===== src/rtl/jtag_tap_pkg.sv =====
package jtag_tap_pkg;
   localparam int IR_W = 3;

   typedef enum logic [3:0] {
      ST_RESET, ST_IDLE,
      ST_DR_SEL, ST_DR_CAP, ST_DR_SHIFT, ST_DR_EX1, ST_DR_PAUSE, ST_DR_EX2, ST_DR_UPD,
      ST_IR_SEL, ST_IR_CAP, ST_IR_SHIFT, ST_IR_EX1, ST_IR_PAUSE, ST_IR_EX2, ST_IR_UPD
   } tap_state_e;

   typedef enum logic [1:0] {SEL_PASS, SEL_IDENT, SEL_BOUND} dr_sel_e;

   localparam logic [IR_W-1:0] OP_EXTEST  = 3'b000;
   localparam logic [IR_W-1:0] OP_IDENT   = 3'b001;
   localparam logic [IR_W-1:0] OP_SAMPLEZ = 3'b010;
   localparam logic [IR_W-1:0] OP_SAMPLE  = 3'b100;
   localparam logic [IR_W-1:0] OP_PASS    = 3'b111;
   localparam logic [IR_W-1:0] IR_CAPTURE = 3'b001;
endpackage


===== src/rtl/tap_fsm.sv =====
module tap_fsm
   import jtag_tap_pkg::*;
(
   input  logic       tck,
   input  logic       trst_n,
   input  logic       tms,
   output tap_state_e state
);
   tap_state_e nxt;

   always_comb begin
      case (state)
         ST_RESET:    nxt = tms ? ST_RESET    : ST_IDLE;
         ST_IDLE:     nxt = tms ? ST_DR_SEL   : ST_IDLE;
         ST_DR_SEL:   nxt = tms ? ST_IR_SEL   : ST_DR_CAP;
         ST_DR_CAP:   nxt = tms ? ST_DR_EX1   : ST_DR_SHIFT;
         ST_DR_SHIFT: nxt = tms ? ST_DR_EX1   : ST_DR_SHIFT;
         ST_DR_EX1:   nxt = tms ? ST_DR_UPD   : ST_DR_PAUSE;
         ST_DR_PAUSE: nxt = tms ? ST_DR_EX2   : ST_DR_PAUSE;
         ST_DR_EX2:   nxt = tms ? ST_DR_UPD   : ST_DR_SHIFT;
         ST_DR_UPD:   nxt = tms ? ST_DR_SEL   : ST_IDLE;
         ST_IR_SEL:   nxt = tms ? ST_RESET    : ST_IR_CAP;
         ST_IR_CAP:   nxt = tms ? ST_IR_EX1   : ST_IR_SHIFT;
         ST_IR_SHIFT: nxt = tms ? ST_IR_EX1   : ST_IR_SHIFT;
         ST_IR_EX1:   nxt = tms ? ST_IR_UPD   : ST_IR_PAUSE;
         ST_IR_PAUSE: nxt = tms ? ST_IR_EX2   : ST_IR_PAUSE;
         ST_IR_EX2:   nxt = tms ? ST_IR_UPD   : ST_IR_SHIFT;
         ST_IR_UPD:   nxt = tms ? ST_DR_SEL   : ST_IDLE;
         default:     nxt = ST_RESET;
      endcase
   end

   always_ff @(posedge tck or negedge trst_n) begin
      if (!trst_n) state <= ST_RESET;
      else         state <= nxt;
   end

   // checker-only run counter of mode-select highs
   logic [2:0] hi_run;
   always_ff @(posedge tck or negedge trst_n) begin
      if (!trst_n)        hi_run <= 3'd0;
      else if (!tms)      hi_run <= 3'd0;
      else if (hi_run != 3'd5) hi_run <= hi_run + 3'd1;
   end


   five_high_reset_chk: assert property (@(posedge tck) disable iff (!trst_n)
      (hi_run == 3'd5) |-> (state == ST_RESET));
endmodule


===== src/rtl/tap_ir.sv =====
module tap_ir
   import jtag_tap_pkg::*;
(
   input  logic            tck,
   input  logic            trst_n,
   input  tap_state_e      state,
   input  logic            tdi,
   output logic [IR_W-1:0] ir_q,
   output logic            ir_tdo
);
   logic [IR_W-1:0] ir_sr;

   always_ff @(posedge tck or negedge trst_n) begin
      if (!trst_n)                    ir_sr <= '0;
      else if (state == ST_IR_CAP)    ir_sr <= IR_CAPTURE;
      else if (state == ST_IR_SHIFT)  ir_sr <= {tdi, ir_sr[IR_W-1:1]};
   end

   always_ff @(negedge tck or negedge trst_n) begin
      if (!trst_n)                    ir_q <= OP_IDENT;
      else if (state == ST_RESET)     ir_q <= OP_IDENT;
      else if (state == ST_IR_UPD)    ir_q <= ir_sr;
   end

   assign ir_tdo = ir_sr[0];


   reset_loads_ident_chk: assert property (@(negedge tck) disable iff (!trst_n)
      (state == ST_RESET) |=> (ir_q == OP_IDENT));

   ir_hold_chk: assert property (@(negedge tck) disable iff (!trst_n)
      (state != ST_RESET && state != ST_IR_UPD) |=> $stable(ir_q));
endmodule


===== src/rtl/tap_bsr.sv =====
module tap_bsr
   import jtag_tap_pkg::*;
#(
   parameter int          NUM_PINS  = 8,
   parameter int          NUM_FIXED = 2,
   parameter logic [31:0] FIXED_VAL = 32'h2,
   localparam int         BSR_W     = NUM_PINS + NUM_FIXED
) (
   input  logic                tck,
   input  logic                trst_n,
   input  tap_state_e          state,
   input  logic                sel_en,
   input  logic                tdi,
   input  logic [NUM_PINS-1:0] pin_sample,
   output logic                bsr_tdo,
   output logic [NUM_PINS-1:0] upd_q
);
   logic [BSR_W-1:0] cap_val;
   logic [BSR_W-1:0] sr;

   if (NUM_FIXED > 0) begin : g_fixed
      assign cap_val = {FIXED_VAL[NUM_FIXED-1:0], pin_sample};
   end else begin : g_pins_only
      assign cap_val = pin_sample;
   end

   always_ff @(posedge tck or negedge trst_n) begin
      if (!trst_n)                             sr <= '0;
      else if (sel_en && state == ST_DR_CAP)   sr <= cap_val;
      else if (sel_en && state == ST_DR_SHIFT) sr <= {tdi, sr[BSR_W-1:1]};
   end

   always_ff @(negedge tck or negedge trst_n) begin
      if (!trst_n)                           upd_q <= '0;
      else if (sel_en && state == ST_DR_UPD) upd_q <= sr[NUM_PINS-1:0];
   end

   assign bsr_tdo = sr[0];


   drive_hold_chk: assert property (@(negedge tck) disable iff (!trst_n)
      !(sel_en && state == ST_DR_UPD) |=> $stable(upd_q));
endmodule


===== src/rtl/jtag_tap_ctl.sv =====
module jtag_tap_ctl
   import jtag_tap_pkg::*;
#(
   parameter int          NUM_PINS  = 8,
   parameter int          NUM_FIXED = 2,
   parameter logic [31:0] FIXED_VAL = 32'h2,
   parameter logic [31:0] ID_VALUE  = 32'h4B7A_2C1D
) (
   input  logic                tck_i,
   input  logic                tms_i,
   input  logic                tdi_i,
   input  logic                trst_ni,
   input  logic [NUM_PINS-1:0] pin_sample_i,
   output logic                tdo_o,
   output logic                tdo_oe_o,
   output logic [NUM_PINS-1:0] pin_drive_o,
   output logic                pin_drive_sel_o,
   output logic                pin_hiz_o
);
   if (NUM_PINS < 2) begin : g_bad_pins
      $error("NUM_PINS must be at least 2");
   end
   if (NUM_FIXED < 0 || NUM_FIXED > 32) begin : g_bad_fixed
      $error("NUM_FIXED must lie in 0..32");
   end
   if (ID_VALUE[0] != 1'b1) begin : g_bad_id
      $error("ID_VALUE bit 0 must be 1");
   end

   tap_state_e      state;
   logic [IR_W-1:0] ir_q;
   logic            ir_tdo, bsr_tdo;
   dr_sel_e         dr_sel;
   logic            pass_q;
   logic [31:0]     id_sr;

   tap_fsm u_fsm (.tck(tck_i), .trst_n(trst_ni), .tms(tms_i), .state(state));

   tap_ir u_ir (.tck(tck_i), .trst_n(trst_ni), .state(state), .tdi(tdi_i),
                .ir_q(ir_q), .ir_tdo(ir_tdo));

   always_comb begin
      case (ir_q)
         OP_EXTEST, OP_SAMPLE, OP_SAMPLEZ: dr_sel = SEL_BOUND;
         OP_IDENT:                         dr_sel = SEL_IDENT;
         default:                          dr_sel = SEL_PASS;
      endcase
   end

   tap_bsr #(.NUM_PINS(NUM_PINS), .NUM_FIXED(NUM_FIXED), .FIXED_VAL(FIXED_VAL)) u_bsr (
      .tck(tck_i), .trst_n(trst_ni), .state(state), .sel_en(dr_sel == SEL_BOUND),
      .tdi(tdi_i), .pin_sample(pin_sample_i), .bsr_tdo(bsr_tdo), .upd_q(pin_drive_o));

   always_ff @(posedge tck_i or negedge trst_ni) begin
      if (!trst_ni) begin
         pass_q <= 1'b0;
         id_sr  <= '0;
      end else begin
         if (dr_sel == SEL_PASS && state == ST_DR_CAP)        pass_q <= 1'b0;
         else if (dr_sel == SEL_PASS && state == ST_DR_SHIFT) pass_q <= tdi_i;
         if (dr_sel == SEL_IDENT && state == ST_DR_CAP)        id_sr <= ID_VALUE;
         else if (dr_sel == SEL_IDENT && state == ST_DR_SHIFT) id_sr <= {tdi_i, id_sr[31:1]};
      end
   end

   logic tdo_d;
   always_comb begin
      tdo_d = 1'b0;
      if (state == ST_IR_SHIFT) tdo_d = ir_tdo;
      else if (state == ST_DR_SHIFT) begin
         case (dr_sel)
            SEL_BOUND: tdo_d = bsr_tdo;
            SEL_IDENT: tdo_d = id_sr[0];
            default:   tdo_d = pass_q;
         endcase
      end
   end

   always_ff @(negedge tck_i or negedge trst_ni) begin
      if (!trst_ni) begin
         tdo_o    <= 1'b0;
         tdo_oe_o <= 1'b0;
      end else begin
         tdo_o    <= tdo_d;
         tdo_oe_o <= (state == ST_IR_SHIFT) || (state == ST_DR_SHIFT);
      end
   end

   assign pin_drive_sel_o = (ir_q == OP_EXTEST);
   assign pin_hiz_o       = (ir_q == OP_SAMPLEZ);


   tdo_enable_chk: assert property (@(posedge tck_i) disable iff (!trst_ni)
      tdo_oe_o == ((state == ST_IR_SHIFT) || (state == ST_DR_SHIFT)));
endmodule


===== config.mk =====
export PLATFORM = sky130hd
export DESIGN_NAME = jtag_tap_ctl
export DESIGN_NICKNAME = d
export VERILOG_FILES = /design/src/rtl/jtag_tap_pkg.sv /design/src/rtl/tap_fsm.sv /design/src/rtl/tap_ir.sv /design/src/rtl/tap_bsr.sv /design/src/rtl/jtag_tap_ctl.sv
export SDC_FILE = /design/constraint.sdc
export NUM_CORES = 1
export LEC_CHECK = 0
export BUFFER_PORTS_ARGS = -buffer_cell sky130_fd_sc_hd__buf_4
export CORE_MARGIN = 5
export CORE_UTILIZATION = 49
export CTS_CLUSTER_DIAMETER = 30
export DETAILED_ROUTE_END_ITERATION = 10
export PLACE_DENSITY_LB_ADDON = 0.08
export SKIP_CTS_REPAIR_TIMING = 1
export SYNTH_ARGS = -nofsm -noshare
export SYNTH_HDL_FRONTEND = slang
export SYNTH_SLANG_ARGS = --single-unit

===== constraint.sdc =====
create_clock -name tck_i -period 4.13 [get_ports tck_i]
set_input_delay 0.2065 -clock tck_i [delete_from_list [all_inputs] [get_ports tck_i]]
set_output_delay 0.2065 -clock tck_i [all_outputs]
set_load 0.005 [all_outputs]

# After elaboration in Yosys (flattened, before gate mapping)

Cells that the tools add are included.

Equal/unequal tests: 20
Mux-type cells: 27
Reductions and logical operators: 20

Operators with widths:

| operator                                      | count |
|---|---|
| 2-to-1 mux 32 bit                             | 2 |
| one-hot mux 4 bit (12 select lines)           | 1 |
| == test 4 bit, second input constant          | 8 |
| 2-to-1 mux 10 bit                             | 2 |
| 2-to-1 mux 3 bit                              | 6 |
| == test 4 x 3 -> 1 bit, second input constant | 4 |
| 2-to-1 mux 4 bit                              | 4 |
| nonzero test 2 bit                            | 5 |
| == test 4 x 2 -> 1 bit, second input constant | 2 |
| logical AND 1 bit                             | 7 |
| 2-to-1 mux 1 bit                              | 7 |
| 2-to-1 mux 2 bit                              | 3 |
| OR reduction 3 bit                            | 2 |
| == test 4 x 1 -> 1 bit, second input constant | 1 |
| logical NOT 4 bit                             | 1 |
| one-hot mux 2 bit (2 select lines)            | 1 |
| OR reduction 2 bit                            | 2 |
| == test 3 x 1 -> 1 bit, second input constant | 1 |
| == test 3 x 2 -> 1 bit, second input constant | 1 |
| == test 3 bit, second input constant          | 1 |
| logical NOT 3 bit                             | 1 |
| == test 2 x 1 -> 1 bit, second input constant | 1 |
| == test 2 bit, second input constant          | 1 |
| logical NOT 2 bit                             | 1 |
| other kinds (2)                               | 2 |

Output and inout port bits: 12
Logic and storage cells: 76
Bits of input ports: 12
Register bits after elaboration: 63

# Depth between registers and ports, before layout

Depth after elaboration: 7
Depth in mapped cells: 8
Mapped depth without buffers: 7

# Cells and area by module

From an unflattened synthesis, not the netlist that was laid out.

Cells, all modules: 243
Area, all modules: 2,929.1 um2

Modules (own cells, without submodules):

| module       | cells each | area an instance (um2) | seq. area each (um2) | times used |
|---|---|---|---|---|
| jtag_tap_ctl | 96         | 1,408.9                | 875.8                | 1 |
| tap_bsr      | 77         | 920.9                  | 450.4                | 1 |
| tap_fsm      | 40         | 315.3                  | 100.1                | 1 |
| tap_ir       | 30         | 284.0                  | 151.4                | 1 |

==> impl_metrics.ini <==
[final_layout]
final_nets = 342
final_cell_mix = nand2_1 (74), dfrtp_1 (50), o21ai_0 (43)
seqCellArea_mm2 = 0.001578
area_growth_pct = 16.62
final_cell_area_mm2 = 0.003328
drive_gt1_share_pct = 18.67
final_common_cell = nand2_1
antennaDiodeCount = 0
fillers = 495
multiInputGateArea_mm2 = 0.001151
fin_cells = 404

[worst_setup_path]
cp_slowest_cell = dfstp_2
path_buf_inv = 3
cp_top_family = flip-flops
path_cells = inv_1, or3_1, inv_1, ha_1, o211ai_4, buf_8, nand2_1, o21ai_0
path_class = reg2reg
startpoint_type = flop
r2r_slack_ps = 130
rr_endpoint = id_sr[26]
timing.rr.start = u_ir.ir_q[0]
crit_required_ps = 4340
slowest_delay_ps = 550
rr_worst_depth = 8
cp.arrival_ps = 4210
path_max_fanout = 38
cp-end-kind = flop
critPathMostFrequentCell = inv_1

[timing]
tightest_slew_ps = 1051
finClkSkew_ps = 46.23
rsz0062_at_grt = no
fin_hold_ws_ps = 142.4
relSlewSlack_pct = 29.73
drv_slew = 0
final-setup-viol-count = 0
setup_ws_ps = 131.9
tns_ps = 0
report.final.hold_viol_count = 0

[floorplanning]
die_h_um = 86.32
io_pins = 24
core_mm2 = 0.005574
die_w_um = 86.32
rows = 27
die-area_mm2 = 0.007451
initial_utilization_pct = 51.20

[synthesis]
synth_top_area_share_pct = 43.84
yosysWarnings = 0
synthesis.instances = 303
synth_nets = 318
seq_area_frac_synth_pct = 55.28
avgSynthCellArea_um2 = 9.419
syn-cell-area_mm2 = 0.002854
synthDistinctLibCells = 41
synth_top_area_cell = dfrtp_1
ys_ff_latch = 63
synth.top_cells.by_area = dfrtp_1 (44%), dfrtn_1 (11%), nand2_1 (9.7%), o21ai_0 (7.5%), nor2_1 (3.3%)

[global_route]
overflow = 0
grt_max_degree = 49
grt_first_pass_wirelength_um = 9632
first_global_vias = 2075
grt_usage_pct = 16.33
antenna_found_initial = 0

[placed_design]
hpwl_um = 3513
portBuffers = 23
placed_cells = 387
dp_slack_ps = 105.1
dpl_cell_area_mm2 = 0.003085
globalplace.congestion = 0.7420

[power]
ir_worst_vdd_v = 0.0004202
p_leak_uw = 0.001556
pwr_density_cell_mw_per_mm2 = 716.4

[routing]
via_per_inst = 5.163
wl_per_cell_um = 13.36
drt-total-wl_um = 5399
drtIter0Drc = 133
num_vias = 2086
final_antenna_net_count = 0
first_pass_iters = 4
drc_errors = 0

[clock_network]
tritoncts = done
clk_latency_ps = 370
cts_root_buf = clkbuf_8
h-tree-depth = 3
clkSinkCount = 63
cts_made_buffers = 9
cts_buffer_depth = 2
clkSlewWorstSetupHoldPaths_ps = 70

[outcome]
status = finished clean

[min_path]
min_path_cells = 3
min_from = pin_sample_i[0]
hold_path_end = u_bsr.sr[0]
hold_class = in2reg

[flow_run]
maxCapViolations = 0
## synthesized netlist by cell type
library cell,count
a22o_1,1
dfrtn_1,12
inv_1,7
mux2_2,8
nor3_1,3
a21oi_1,9
nor3b_1,1
nor3_4,1
o21ai_1,9
nand2_1,74
clkbuf_1,5
a21o_1,1
buf_6,1
xnor2_1,1
o32ai_1,1
nor2b_1,2
nand4_1,1
o22ai_1,2
and3_1,1
buf_4,3
o221ai_1,2
or2_2,1
or3_1,3
a22oi_1,1
o21ai_0,43
ha_1,3
o21a_1,1
o211ai_1,1
nor3b_2,1
nor2_1,25
o2bb2ai_1,1
a211oi_1,1
buf_2,11
mux2i_1,8
nand2b_1,1
and3b_1,1
nand3_1,3
dfrtp_1,50
nand2_4,1
o211ai_2,1
dfstp_2,1
## flip-flops by register name, indices dropped and copies added, names as in the netlist
signal,flops
u_fsm.state,4
pass_q,1
u_ir.ir_q,3
u_bsr.upd_q,8
tdo_oe_o,1
id_sr,32
tdo_o,1
u_bsr.sr,10
u_ir.ir_sr,3
## worst min-delay path: cells and delay by family
kind                   cells  cell delay (ps)
AO/OA/AOI/OAI              1              110
buffers and inverters      1               80
multiplexers               1               50
## power breakdown
| group | switching [uW] | internal, uW |
|---|---|---|
| logic | 498 | 347 |
| clock network | 243 | 324 |
| registers | 130 | 842 |
| total | 872 | 1510 |
## stage by stage
stage	util [%]	power (uW)
3_5_place_dp	55.35	1824
3_3_place_gp	55.35	1802
5_1_grt	59.71	2595
2_1_floorplan	-	1600
6_report	59.71	2384
4_1_cts	59.33	2398
## how the worst max path moves through the flow
stage                       from        end  slack (ps)  cells past startpoint
floorplan           u_ir.ir_q[0]   id_sr[2]         250                      8
global placement    u_ir.ir_q[0]  id_sr[21]         140                      8
detailed placement  u_ir.ir_q[0]  id_sr[21]         110                      8
CTS                 u_ir.ir_q[0]  id_sr[26]          50                      8
global route        u_ir.ir_q[0]  id_sr[28]           7                      8
finish              u_ir.ir_q[0]  id_sr[26]         130                      8
## cells by family (layout without fill, tap and decap cells)
| group | count (synthesis) | in the layout | synth area share, % |
|---|---|---|---|
| AO/OA/AOI/OAI | 74 | 74 | 14.42 |
| AND/OR/NAND/NOR | 119 | 119 | 18.02 |
| XOR/XNOR | 1 | 1 | 0.3069 |
| adder cells (fa/ha/maj) | 3 | 3 | 1.315 |
| flip-flops | 63 | 63 | 55.28 |
| buffers and inverters | 27 | 56 | 4.691 |
| multiplexers | 16 | 16 | 5.963 |
## routing by layer
layer	part of all wire, %	vias up	global-route usage [%]
li1	-	1064	-
met1	49	981	22.30
met2	45	28	24.27
met3	2.9	13	3.327
met4	2.6	0	8.924
met5	0	-	0
## final cells by class
class / instances / area share [%]
flip-flops and latches: 63 / 47.41
clock inverters: 4 / 0.7143
repair buffers: 33 / 7.857
inverters: 6 / 0.6767
well taps: 72 / 2.707
multi-input cells: 213 / 34.59
clock buffers: 13 / 6.053
(Power assumes the default switching activity.)
